===== src/rtl/lmt_pkg.sv =====
package lmt_pkg;

   localparam int unsigned OFS_CNT_LO    = 32'h00;
   localparam int unsigned OFS_CNT_HI    = 32'h04;
   localparam int unsigned OFS_MATCH0    = 32'h08;
   localparam int unsigned OFS_STATUS    = 32'h20;
   localparam int unsigned OFS_IRQ_EN    = 32'h24;
   localparam int unsigned OFS_WDT_EN    = 32'h28;
   localparam int unsigned OFS_DIV       = 32'h2C;
   localparam int unsigned OFS_SNAP_CMD  = 32'h30;
   localparam int unsigned OFS_SNAP_LO   = 32'h34;
   localparam int unsigned OFS_SNAP_HI   = 32'h38;
   localparam int unsigned MAX_CH        = 6;

   typedef enum logic [3:0] {
      RS_NONE,
      RS_CNT_LO,
      RS_CNT_HI,
      RS_MATCH,
      RS_STATUS,
      RS_IRQ_EN,
      RS_WDT_EN,
      RS_DIV,
      RS_SNAP_CMD,
      RS_SNAP_LO,
      RS_SNAP_HI
   } reg_sel_e;

   typedef struct packed {
      reg_sel_e   sel;
      logic [2:0] ch;
   } reg_dec_t;

   function automatic reg_dec_t decode_addr(input logic [31:0] a, input int unsigned nch);
      reg_dec_t r;
      r.sel = RS_NONE;
      r.ch  = '0;
      if (a[1:0] == 2'b00) begin
         case (a)
            OFS_CNT_LO:   r.sel = RS_CNT_LO;
            OFS_CNT_HI:   r.sel = RS_CNT_HI;
            OFS_STATUS:   r.sel = RS_STATUS;
            OFS_IRQ_EN:   r.sel = RS_IRQ_EN;
            OFS_WDT_EN:   r.sel = RS_WDT_EN;
            OFS_DIV:      r.sel = RS_DIV;
            OFS_SNAP_CMD: r.sel = RS_SNAP_CMD;
            OFS_SNAP_LO:  r.sel = RS_SNAP_LO;
            OFS_SNAP_HI:  r.sel = RS_SNAP_HI;
            default: begin
               if (a >= OFS_MATCH0 && a < OFS_MATCH0 + 32'(4 * nch)) begin
                  r.sel = RS_MATCH;
                  r.ch  = 3'((a - OFS_MATCH0) >> 2);
               end
            end
         endcase
      end
      return r;
   endfunction

endpackage


===== src/rtl/lmt_prescaler.sv =====
module lmt_prescaler #(
   parameter int unsigned DIV_W = 16
) (
   input  logic             clk,
   input  logic             rst_n,
   input  logic [DIV_W-1:0] div_val,
   input  logic             restart,
   output logic             tick
);
   localparam int unsigned PH_W = DIV_W + 1;

   logic [PH_W-1:0] phase_q;
   logic [PH_W-1:0] limit;

   // period of 2*(div+1) input clocks: phase runs 0 .. 2*div+1
   assign limit = {div_val, 1'b1};
   assign tick  = (phase_q == limit);

   always_ff @(posedge clk or negedge rst_n) begin
      if (!rst_n)
         phase_q <= '0;
      else if (restart || tick)
         phase_q <= '0;
      else
         phase_q <= phase_q + 1'b1;
   end
endmodule


===== src/rtl/lmt_counter.sv =====
module lmt_counter #(
   parameter int unsigned WORD_W = 32
) (
   input  logic                clk,
   input  logic                rst_n,
   input  logic                wr_lo,
   input  logic                wr_hi,
   input  logic [WORD_W-1:0]   wdata,
   input  logic                tick,
   input  logic                snap_req,
   output logic [2*WORD_W-1:0] count,
   output logic [2*WORD_W-1:0] snap,
   output logic [WORD_W-1:0]   next_lo,
   output logic                cnt_wr
);
   localparam int unsigned FULL_W = 2 * WORD_W;

   logic [WORD_W-1:0] lo_q, hi_q;
   logic [FULL_W-1:0] snap_q;
   logic              lo_wrap;

   assign cnt_wr  = wr_lo | wr_hi;
   assign next_lo = lo_q + 1'b1;
   assign lo_wrap = &lo_q;
   assign count   = {hi_q, lo_q};
   assign snap    = snap_q;

   // low word: a software load takes precedence and drops the tick
   always_ff @(posedge clk or negedge rst_n) begin
      if (!rst_n)
         lo_q <= '0;
      else if (wr_lo)
         lo_q <= wdata;
      else if (tick && !cnt_wr)
         lo_q <= next_lo;
   end

   // high word: carry lands on the same edge as the low-word wrap
   always_ff @(posedge clk or negedge rst_n) begin
      if (!rst_n)
         hi_q <= '0;
      else if (wr_hi)
         hi_q <= wdata;
      else if (tick && !cnt_wr && lo_wrap)
         hi_q <= hi_q + 1'b1;
   end

   // snapshot captures the value present before this edge
   always_ff @(posedge clk or negedge rst_n) begin
      if (!rst_n)
         snap_q <= '0;
      else if (snap_req)
         snap_q <= {hi_q, lo_q};
   end
endmodule


===== src/rtl/lmt_match_bank.sv =====
module lmt_match_bank #(
   parameter int unsigned NUM_CH = 6,
   parameter int unsigned WORD_W = 32
) (
   input  logic                     clk,
   input  logic                     rst_n,
   input  logic [NUM_CH-1:0]        wr_match,
   input  logic [WORD_W-1:0]        wdata,
   input  logic                     tick,
   input  logic                     cnt_wr,
   input  logic [WORD_W-1:0]        next_lo,
   input  logic [NUM_CH-1:0]        clr_mask,
   output logic [NUM_CH*WORD_W-1:0] match_flat,
   output logic [NUM_CH-1:0]        hit,
   output logic [NUM_CH-1:0]        status
);
   logic [NUM_CH-1:0] status_q;
   logic              advance;

   assign advance = tick & ~cnt_wr;

   for (genvar c = 0; c < NUM_CH; c++) begin : g_ch
      logic [WORD_W-1:0] cmp_q;

      always_ff @(posedge clk or negedge rst_n) begin
         if (!rst_n)
            cmp_q <= '1;
         else if (wr_match[c])
            cmp_q <= wdata;
      end

      // compare against the value the low word is about to take
      assign hit[c] = advance & (next_lo == cmp_q);
      assign match_flat[c*WORD_W +: WORD_W] = cmp_q;
   end

   // a new event outranks a software clear on the same edge
   always_ff @(posedge clk or negedge rst_n) begin
      if (!rst_n)
         status_q <= '0;
      else
         status_q <= (status_q & ~clr_mask) | hit;
   end

   assign status = status_q;
endmodule


===== src/rtl/latched_match_timer.sv =====
module latched_match_timer
   import lmt_pkg::*;
#(
   parameter int unsigned ADDR_W  = 8,
   parameter int unsigned WORD_W  = 32,
   parameter int unsigned NUM_CH  = 6,
   parameter int unsigned DIV_W   = 16,
   parameter bit          HAS_WDT = 1'b1,
   parameter int unsigned WDT_CH  = 5
) (
   input  logic              clk,
   input  logic              rst_n,
   input  logic              bus_sel,
   input  logic              bus_wr,
   input  logic [ADDR_W-1:0] bus_addr,
   input  logic [WORD_W-1:0] bus_wdata,
   output logic [WORD_W-1:0] bus_rdata,
   output logic [NUM_CH-1:0] irq,
   output logic              wdt_rst
);
   localparam int unsigned FULL_W = 2 * WORD_W;

   if (NUM_CH < 1 || NUM_CH > MAX_CH) begin : g_bad_ch
      $error("NUM_CH must lie in 1..%0d", MAX_CH);
   end
   if (ADDR_W < 6 || ADDR_W > 32) begin : g_bad_addr
      $error("ADDR_W must lie in 6..32");
   end
   if (WORD_W > 32 || WORD_W < DIV_W || WORD_W < NUM_CH) begin : g_bad_word
      $error("WORD_W must hold the divider and status fields and be at most 32");
   end
   if (HAS_WDT && WDT_CH >= NUM_CH) begin : g_bad_wdt
      $error("WDT_CH must name an existing channel");
   end

   logic [31:0]          addr_ext;
   reg_dec_t             dec;
   logic                 wen;
   logic                 tick;
   logic                 cnt_wr;
   logic                 snap_req;
   logic [FULL_W-1:0]    count;
   logic [FULL_W-1:0]    snap;
   logic [WORD_W-1:0]    next_lo;
   logic [NUM_CH-1:0]    wr_match;
   logic [NUM_CH-1:0]    clr_mask;
   logic [NUM_CH-1:0]    hit;
   logic [NUM_CH-1:0]    status;
   logic [NUM_CH*WORD_W-1:0] match_flat;
   logic [NUM_CH-1:0]    en_q;
   logic [DIV_W-1:0]     div_q;
   logic                 div_wr;
   logic                 wdt_en_q;
   logic                 wdt_q;
   logic [WORD_W-1:0]    rd;

   assign addr_ext = 32'(bus_addr);
   assign dec      = decode_addr(addr_ext, NUM_CH);
   assign wen      = bus_sel & bus_wr;
   assign div_wr   = wen && dec.sel == RS_DIV;
   assign snap_req = wen && dec.sel == RS_SNAP_CMD && bus_wdata[0];
   assign clr_mask = (wen && dec.sel == RS_STATUS) ? bus_wdata[NUM_CH-1:0] : '0;

   for (genvar c = 0; c < NUM_CH; c++) begin : g_wsel
      assign wr_match[c] = wen && dec.sel == RS_MATCH && dec.ch == 3'(c);
   end

   lmt_prescaler #(.DIV_W(DIV_W)) u_presc (
      .clk     (clk),
      .rst_n   (rst_n),
      .div_val (div_q),
      .restart (div_wr),
      .tick    (tick)
   );

   lmt_counter #(.WORD_W(WORD_W)) u_count (
      .clk      (clk),
      .rst_n    (rst_n),
      .wr_lo    (wen && dec.sel == RS_CNT_LO),
      .wr_hi    (wen && dec.sel == RS_CNT_HI),
      .wdata    (bus_wdata),
      .tick     (tick),
      .snap_req (snap_req),
      .count    (count),
      .snap     (snap),
      .next_lo  (next_lo),
      .cnt_wr   (cnt_wr)
   );

   lmt_match_bank #(.NUM_CH(NUM_CH), .WORD_W(WORD_W)) u_match (
      .clk        (clk),
      .rst_n      (rst_n),
      .wr_match   (wr_match),
      .wdata      (bus_wdata),
      .tick       (tick),
      .cnt_wr     (cnt_wr),
      .next_lo    (next_lo),
      .clr_mask   (clr_mask),
      .match_flat (match_flat),
      .hit        (hit),
      .status     (status)
   );

   always_ff @(posedge clk or negedge rst_n) begin
      if (!rst_n) begin
         en_q  <= '0;
         div_q <= '0;
      end else begin
         if (wen && dec.sel == RS_IRQ_EN) en_q <= bus_wdata[NUM_CH-1:0];
         if (div_wr)                      div_q <= bus_wdata[DIV_W-1:0];
      end
   end

   if (HAS_WDT) begin : g_wdt
      always_ff @(posedge clk or negedge rst_n) begin
         if (!rst_n) begin
            wdt_en_q <= 1'b0;
            wdt_q    <= 1'b0;
         end else begin
            if (wen && dec.sel == RS_WDT_EN) wdt_en_q <= bus_wdata[0];
            wdt_q <= wdt_en_q & hit[WDT_CH];
         end
      end
   end else begin : g_no_wdt
      assign wdt_en_q = 1'b0;
      assign wdt_q    = 1'b0;
   end

   always_comb begin
      rd = '0;
      if (bus_sel) begin
         case (dec.sel)
            RS_CNT_LO:  rd = count[WORD_W-1:0];
            RS_CNT_HI:  rd = count[FULL_W-1:WORD_W];
            RS_MATCH:   rd = match_flat[32'(dec.ch)*WORD_W +: WORD_W];
            RS_STATUS:  rd = WORD_W'(status);
            RS_IRQ_EN:  rd = WORD_W'(en_q);
            RS_WDT_EN:  rd = WORD_W'(wdt_en_q);
            RS_DIV:     rd = WORD_W'(div_q);
            RS_SNAP_LO: rd = snap[WORD_W-1:0];
            RS_SNAP_HI: rd = snap[FULL_W-1:WORD_W];
            default:    rd = '0;
         endcase
      end
   end

   assign bus_rdata = rd;
   assign irq       = status & en_q;
   assign wdt_rst   = wdt_q;
endmodule


===== config.mk =====
export PLATFORM = sky130hd
export DESIGN_NAME = latched_match_timer
export DESIGN_NICKNAME = d
export VERILOG_FILES = /design/src/rtl/lmt_pkg.sv /design/src/rtl/lmt_prescaler.sv /design/src/rtl/lmt_counter.sv /design/src/rtl/lmt_match_bank.sv /design/src/rtl/latched_match_timer.sv
export SDC_FILE = /design/constraint.sdc
export NUM_CORES = 1
export LEC_CHECK = 0
export BUFFER_PORTS_ARGS = -buffer_cell sky130_fd_sc_hd__buf_2
export CAP_MARGIN = 20
export CORE_UTILIZATION = 42
export CTS_CLUSTER_DIAMETER = 200
export DETAILED_ROUTE_END_ITERATION = 6
export SETUP_SLACK_MARGIN = 0.2
export SLEW_MARGIN = 10
export SYNTH_ARGS = -nofsm -noshare
export SYNTH_HDL_FRONTEND = slang
export SYNTH_HIERARCHICAL = 1
export SYNTH_SLANG_ARGS = --single-unit

===== constraint.sdc =====
create_clock -name clk -period 7 [get_ports clk]
set_input_delay 1.4 -clock clk [delete_from_list [all_inputs] [get_ports clk]]
set_output_delay 1.4 -clock clk [all_outputs]
set_load 0.05 [all_outputs]

==> impl_metrics.csv, run 1 <==
group,metric,value,unit
global_routing,grt_pass1_wl,119.6,mm
place,dpl.hpwl,60.43,mm
timing,tns,0,ns
routing,wl_per_cell,30.19,µm
timing,hold_viol,0,
die,num_io_pins,83,
place,dp.cells,2645,
die,row_count,82,
setup_path,crit_required,5.60,ns
die,die_h,229.3,µm
min_path,min-delay-start,"u_count/snap[2]$_DFFE_PN0P_",
setup_path,startpoint,"bus_addr[1]",
pwr,leakage,10.20,nW
clocking,cts_setup_buffers,0,
layout,final_cells,2729,
clocking,ctsHoldBuffers,0,
global_routing,grt_overflow,0,
clocking,cts_buffer_depth,3,
layout,fin_nets,2069,
pwr,irDropWorstVdd,247.0,µV
setup_path,r2r_cells,8,
timing,skew,0.02011,ns
setup_path,worstPathMaxFanout,17,
pwr,powerDensity,232.7,nW/µm²
timing,worstMarginPinSlew,1.149,ns
yosys,syn_avg_cell_area,10.82,µm²
clocking,cts-root-buf,"clkbuf_16",
routing,vias_per_cell,6.339,
min_path,whs_path_depth,1,
timing,maxSlewHeadroom,22.87,%
clocking,numCtsBuffers,45,
timing,period_share,85.99,%
clocking,cts.sinks,367,
routing,ant_nets,0,
setup_path,cp-start-kind,"primary input",
die,initial_core_util,42.89,%
yosys,synthCells,2005,
layout,stdcell_area,24130,µm²
routing,drt_pass1_iterations,6,
clocking,cts.htree.levels,2,
place,place_area,22610,µm²
die,die_area,52560,µm²
min_path,hp-class,"flip-flop to flip-flop",
layout,n_antenna_cell,0,
clocking,cts_tree,"yes",
place,place_ws,1.041,ns
timing,setup_slack,0.9809,ns
global_routing,grt_pass1_vias,16910,
timing,min_period,6.019,ns
layout,nFillCells,4666,
routing,drc_errors,0,
yosys,syn_nets,2053,
global_routing,grt_max_degree,165,
clocking,clkSlewWorstSetupHoldPaths,0.05,ns
clocking,ctsResizeCount,0,
global_routing,grt.total_usage,31.15,%
die,coreArea,50580,µm²
setup_path,r2r-start,"u_count/lo_q[8]$_DFFE_PN0P_",
yosys,yosysWarnings,6,
layout,postLayoutCoreUtil,47.70,%
routing,wirelength,82.39,mm
setup_path,critPathArrivalTime,4.62,ns
yosys,synthesis.area,21690,µm²
global_routing,antenna_found_initial,6,
place,portBuffers,82,
timing,rsz0062_at_grt,"false",
setup_path,crit_type,"primary input to output pin",
routing,drt_iter0_markers,2104,
layout,drive_gt1_share,34.18,%
flow_run,cap_violations,0,
setup_path,endpoint_kind,"output pin",
timing,max_freq,166.1,MHz
status,outcome,"complete, no violations",
die,die_x,229.3,µm
timing,report.final.slew_viol_count,0,
timing,setup_viol,0,
routing,vias,17300,
layout,syn2layout_area_growth,11.22,%
place,gp_congestion,0.9710,
clocking,clk_latency,0.61,ns
power breakdown:
group	total, mW	internal, mW	leakage (nW)	switching [mW]
Sequential	2.33	2.22	4.38	0.114
Clock	2.37	1.38	0.728	0.990
Combinational	0.911	0.273	5.09	0.638
Total	5.61	3.87	10.2	1.74
per-stage QoR:
stage                     hold WS, ns  power (mW)
after floorplan                0.4708       2.833
after global placement         0.4898       3.224
after detailed placement       0.4963       3.228
after CTS                      0.5089       5.612
after global routing           0.5200       5.760
final                          0.5075       5.615
critical path, stage by stage:
cell and delay (ns):
buf_2 0.12, nor4_4 0.79, o2111ai_2 0.78, buf_4 0.47
a21oi_1 0.19, o221ai_1 0.17, a31oi_1 0.36, buf_2 0.33
registers in the layout (all words and copies together) (netlist names):
register / cells
div_q: 16
en_q: 6
u_count/hi_q: 32
u_count/lo_q: 32
u_count/snap: 64
u_match/g_ch.cmp_q: 192
u_match/status: 6
u_presc/phase_q: 17
wdt_en_q: 1
wdt_rst: 1
layout make-up:
type	instances	area, µm²	share of cell area [%]
clock buffer	69	1316	5.456
clock inverter	14	173.9	0.7208
inverter	25	93.84	0.3889
multi-input combinational	1458	11410	47.28
sequential	367	9424	39.06
tap	672	840.8	3.485
timing repair buffer	124	870.8	3.609
cell usage in the layout (no fill, tap or decap), types with 10 or more instances in the layout:
cell type  instances
nor4_1            39
xor2_1           129
a31oi_1           24
nand3_1           43
o21ai_0           32
a211o_1           10
clkbuf_1          14
buf_4             39
mux2i_1           16
nor2_1            76
a22oi_1           56
dfrtp_1          175
a222oi_1          15
a21o_1            21
xnor2_1          147
inv_1             24
nor3_1            28
and4_1            13
nand2_1          117
o31ai_1           13
a21oi_1           41
a22o_1            18
nand4_1           53
dfstp_2          192
o21ai_1           40
mux2_2           256
clkbuf_16         45
mux2_1            23
o22ai_1           41
buf_2             75
and2_1            27
clkbuf_8          10
routing by layer:
metal  share of wire, %  global-route usage [%]
met1                 44                   44.55
met2                 43                   45.77
met3                8.6                   5.789
met4                4.5                   13.58
met5              0.049                       0
worst paths after layout:
path	slack [ns]	to
worst max-delay path	0.98	bus_rdata[20]
worst min-delay path	0.51	u_count/snap[2]$_DFFE_PN0P_
worst max register to register	2.38	u_match/status[3]$_DFF_PN0_
worst min register to register	0.51	u_count/snap[2]$_DFFE_PN0P_
max in group asynchronous	4.76	u_count/snap[62]$_DFFE_PN0P_
min in group asynchronous	0.85	u_match/status[1]$_DFF_PN0_
No activity file was read; power rests on OpenSTA's default activity.
==> inputs of run 2 (changes only) <==
PLACE_DENSITY = 0.55   (was default)
==> run 2 against run 1 <==
Wire length rose by 2.6%. Combinational power rose by 1%. Hold slack better by 0.0010 ns. Power increased by 4.0%. Clock skew is 0.0040 ns lower. Register-to-register slack lost 0.15 ns. First-iteration DRC count shrank 2.4%. Clock power increased by 8.9%. Critical path type unchanged.
==> impl_metrics.csv, run 2 (synthesis gave the netlist of run 1 again) <==
group,metric,value,unit
status,outcome,"complete, no violations",
place,gp_congestion,1.021,
setup_path,cp-start-kind,"primary input",
setup_path,worst-path-buf-inv,4,
setup_path,critPathArrivalTime,4.50,ns
die,initial_core_util,42.89,%
global_routing,grt_pass1_vias,16690,
place,dpl.hpwl,62.88,mm
pwr,p_switching,1.737,mW
routing,wl_per_cell,30.86,µm
timing,report.final.slew_viol_count,0,
clocking,cts-root-buf,"clkbuf_16",
clocking,cts_tree,"yes",
place,place_ws,1.187,ns
layout,syn2layout_area_growth,12.20,%
routing,drc_errors,0,
clocking,cts_buffer_depth,3,
setup_path,worstPathMaxFanout,21,
timing,worstMarginPinSlew,1.192,ns
timing,rsz0062_at_grt,"false",
setup_path,worstPathCellList,"buf_2 > inv_1 > ha_1 > buf_4 > nor4_4 > a22oi_1 > a31oi_1 > buf_2",
setup_path,slowest_stage,"nor4_4",
clocking,ctsHoldBuffers,0,
pwr,p_int,4.101,mW
routing,drt_iter0_markers,2053,
setup_path,endpoint_kind,"output pin",
clocking,cts_setup_buffers,0,
setup_path,crit_type,"primary input to output pin",
layout,largest_reg_flops,192,
routing,wirelength,84.56,mm
routing,vias_per_cell,6.284,
timing,hold_viol,0,
clocking,clk_latency,0.58,ns
timing,tns,0,ns
global_routing,grt_overflow,0,
layout,final_cell_mix,"256 x mux2_2, 192 x dfstp_2, 175 x dfrtp_1, 147 x xnor2_1, 130 x xor2_1",
clocking,numCtsBuffers,44,
pwr,leakage,10.32,nW
flow_run,cap_violations,0,
routing,vias,17220,
die,coreArea,50580,µm²
routing,ant_nets,0,
global_routing,grt.total_usage,31.93,%
timing,max_freq,169.4,MHz
global_routing,grt_max_degree,152,
timing,skew,0.01613,ns
setup_path,max_stage_delay,0.88,ns
pwr,power,5.839,mW
global_routing,grt_pass1_wl,122.1,mm
pwr,powerDensity,239.9,nW/µm²
min_path,hp-class,"flip-flop to flip-flop",
die,die_area,52560,µm²
layout,drive_gt1_share,34.82,%
global_routing,antenna_found_initial,0,
global_routing,busiest_layer,"met2",
setup_path,cp_common_cell,"buf_2",
clocking,ctsResizeCount,0,
layout,final_common_cell,"mux2_2",
pwr,p_sw_share,29.75,%
die,die_h,229.3,µm
place,place_area,22730,µm²
die,row_count,82,
layout,top_register,"u_match/g_ch.cmp_q",
die,num_io_pins,83,
global_routing,grtUsageMet1,45.25,%
timing,period_share,84.34,%
pwr,power_frac_seq,40.0,%
timing,setup_viol,0,
timing,maxSlewHeadroom,19.99,%
layout,postLayoutCoreUtil,48.12,%
layout,fin_nets,2082,
layout,n_antenna_cell,0,
global_routing,use_met3,5.578,%
clocking,cts.htree.levels,2,
die,die_x,229.3,µm
place,portBuffers,82,
layout,nFillCells,4694,
layout,stdcell_area,24340,µm²
setup_path,cp_top_family,"buffers and inverters",
timing,setup_slack,1.096,ns
clocking,cts.sinks,367,
clocking,clkSlewWorstSetupHoldPaths,0.06,ns
pwr,p_clk_share,44.2,%
setup_path,crit_required,5.60,ns
global_routing,grt.met2_usage,49.72,%
pwr,p_comb_share,15.8,%
pwr,irDropWorstVdd,175.2,µV
timing,min_period,5.904,ns
routing,drt_pass1_iterations,7,
[run 2: cell count changes in the layout (fill, tap and decap cells not counted), sizes merged]
cell,change
buf,+14
bufinv,+7
clkinv,+1
inv,-3
clkbuf,-8
[run 2: path summary, 6_finish.rpt]
check,depth (start not counted),start,slack (ns),to
max reg2reg,12,u_count/lo_q[0]$_DFFE_PN0P_,2.23,wdt_rst$_DFF_PN0_
max in group asynchronous,2,rst_n,4.88,div_q[7]$_DFFE_PN0P_
min,1,u_count/snap[11]$_DFFE_PN0P_,0.51,u_count/snap[11]$_DFFE_PN0P_
min in group asynchronous,1,rst_n,1.10,u_match/g_ch[0].cmp_q[27]$_DFFE_PN1P_
max,8,bus_addr[4],1.10,bus_rdata[13]
min reg2reg,1,u_count/snap[11]$_DFFE_PN0P_,0.51,u_count/snap[11]$_DFFE_PN0P_
[run 2: cell type report]
class / count / area [µm²] / share of cell area [%]
multi-input combinational: 1458 / 11400 / 46.84
sequential: 367 / 9424 / 38.72
clock buffer: 61 / 1276 / 5.244
timing repair buffer: 138 / 970.9 / 3.989
tap: 672 / 840.8 / 3.455
clock inverter: 19 / 332.8 / 1.367
inverter: 25 / 93.84 / 0.3856
[run 2: per-stage QoR]
step | cells | hold slack (ns)
4_1_cts | 2740 | 0.5091
6_report | 2740 | 0.5085
2_1_floorplan | 2005 | 0.4708
3_3_place_gp | 2660 | 0.4884
5_1_grt | 2740 | 0.5166
3_5_place_dp | 2660 | 0.4963
[run 2: worst register-to-register path: stages (launching register included)]
cell and delay (ns):
dfrtp_1 0.53, ha_1 0.29, nand3_2 0.24, nor2_1 0.66, buf_4 0.30, nand3_1 0.11
xnor2_1 0.92, xnor2_1 0.20, nand4_1 0.16, nor4_1 0.32, nand4_1 0.23, nor4_1 0.43
and2_1 0.29
[run 2: power by group through the flow]
stage,clock network (mW),registers (mW),logic [mW]
3_3_place_gp,0,2.36,0.875
4_1_cts,2.62,2.33,0.881
5_1_grt,2.69,2.34,0.950
6_report,2.58,2.33,0.923
3_5_place_dp,0,2.37,0.878
2_1_floorplan,0,2.31,0.520
[run 2: routing by layer]
layer / wire (µm) / up-vias / share of wire [%]
li1: - / 7413 / -
met3: 6148 / 148 / 7.3
met4: 2620 / 0 / 3.1
met1: 37340 / 8867 / 44
met5: 0 / - / 0
met2: 38450 / 790 / 45
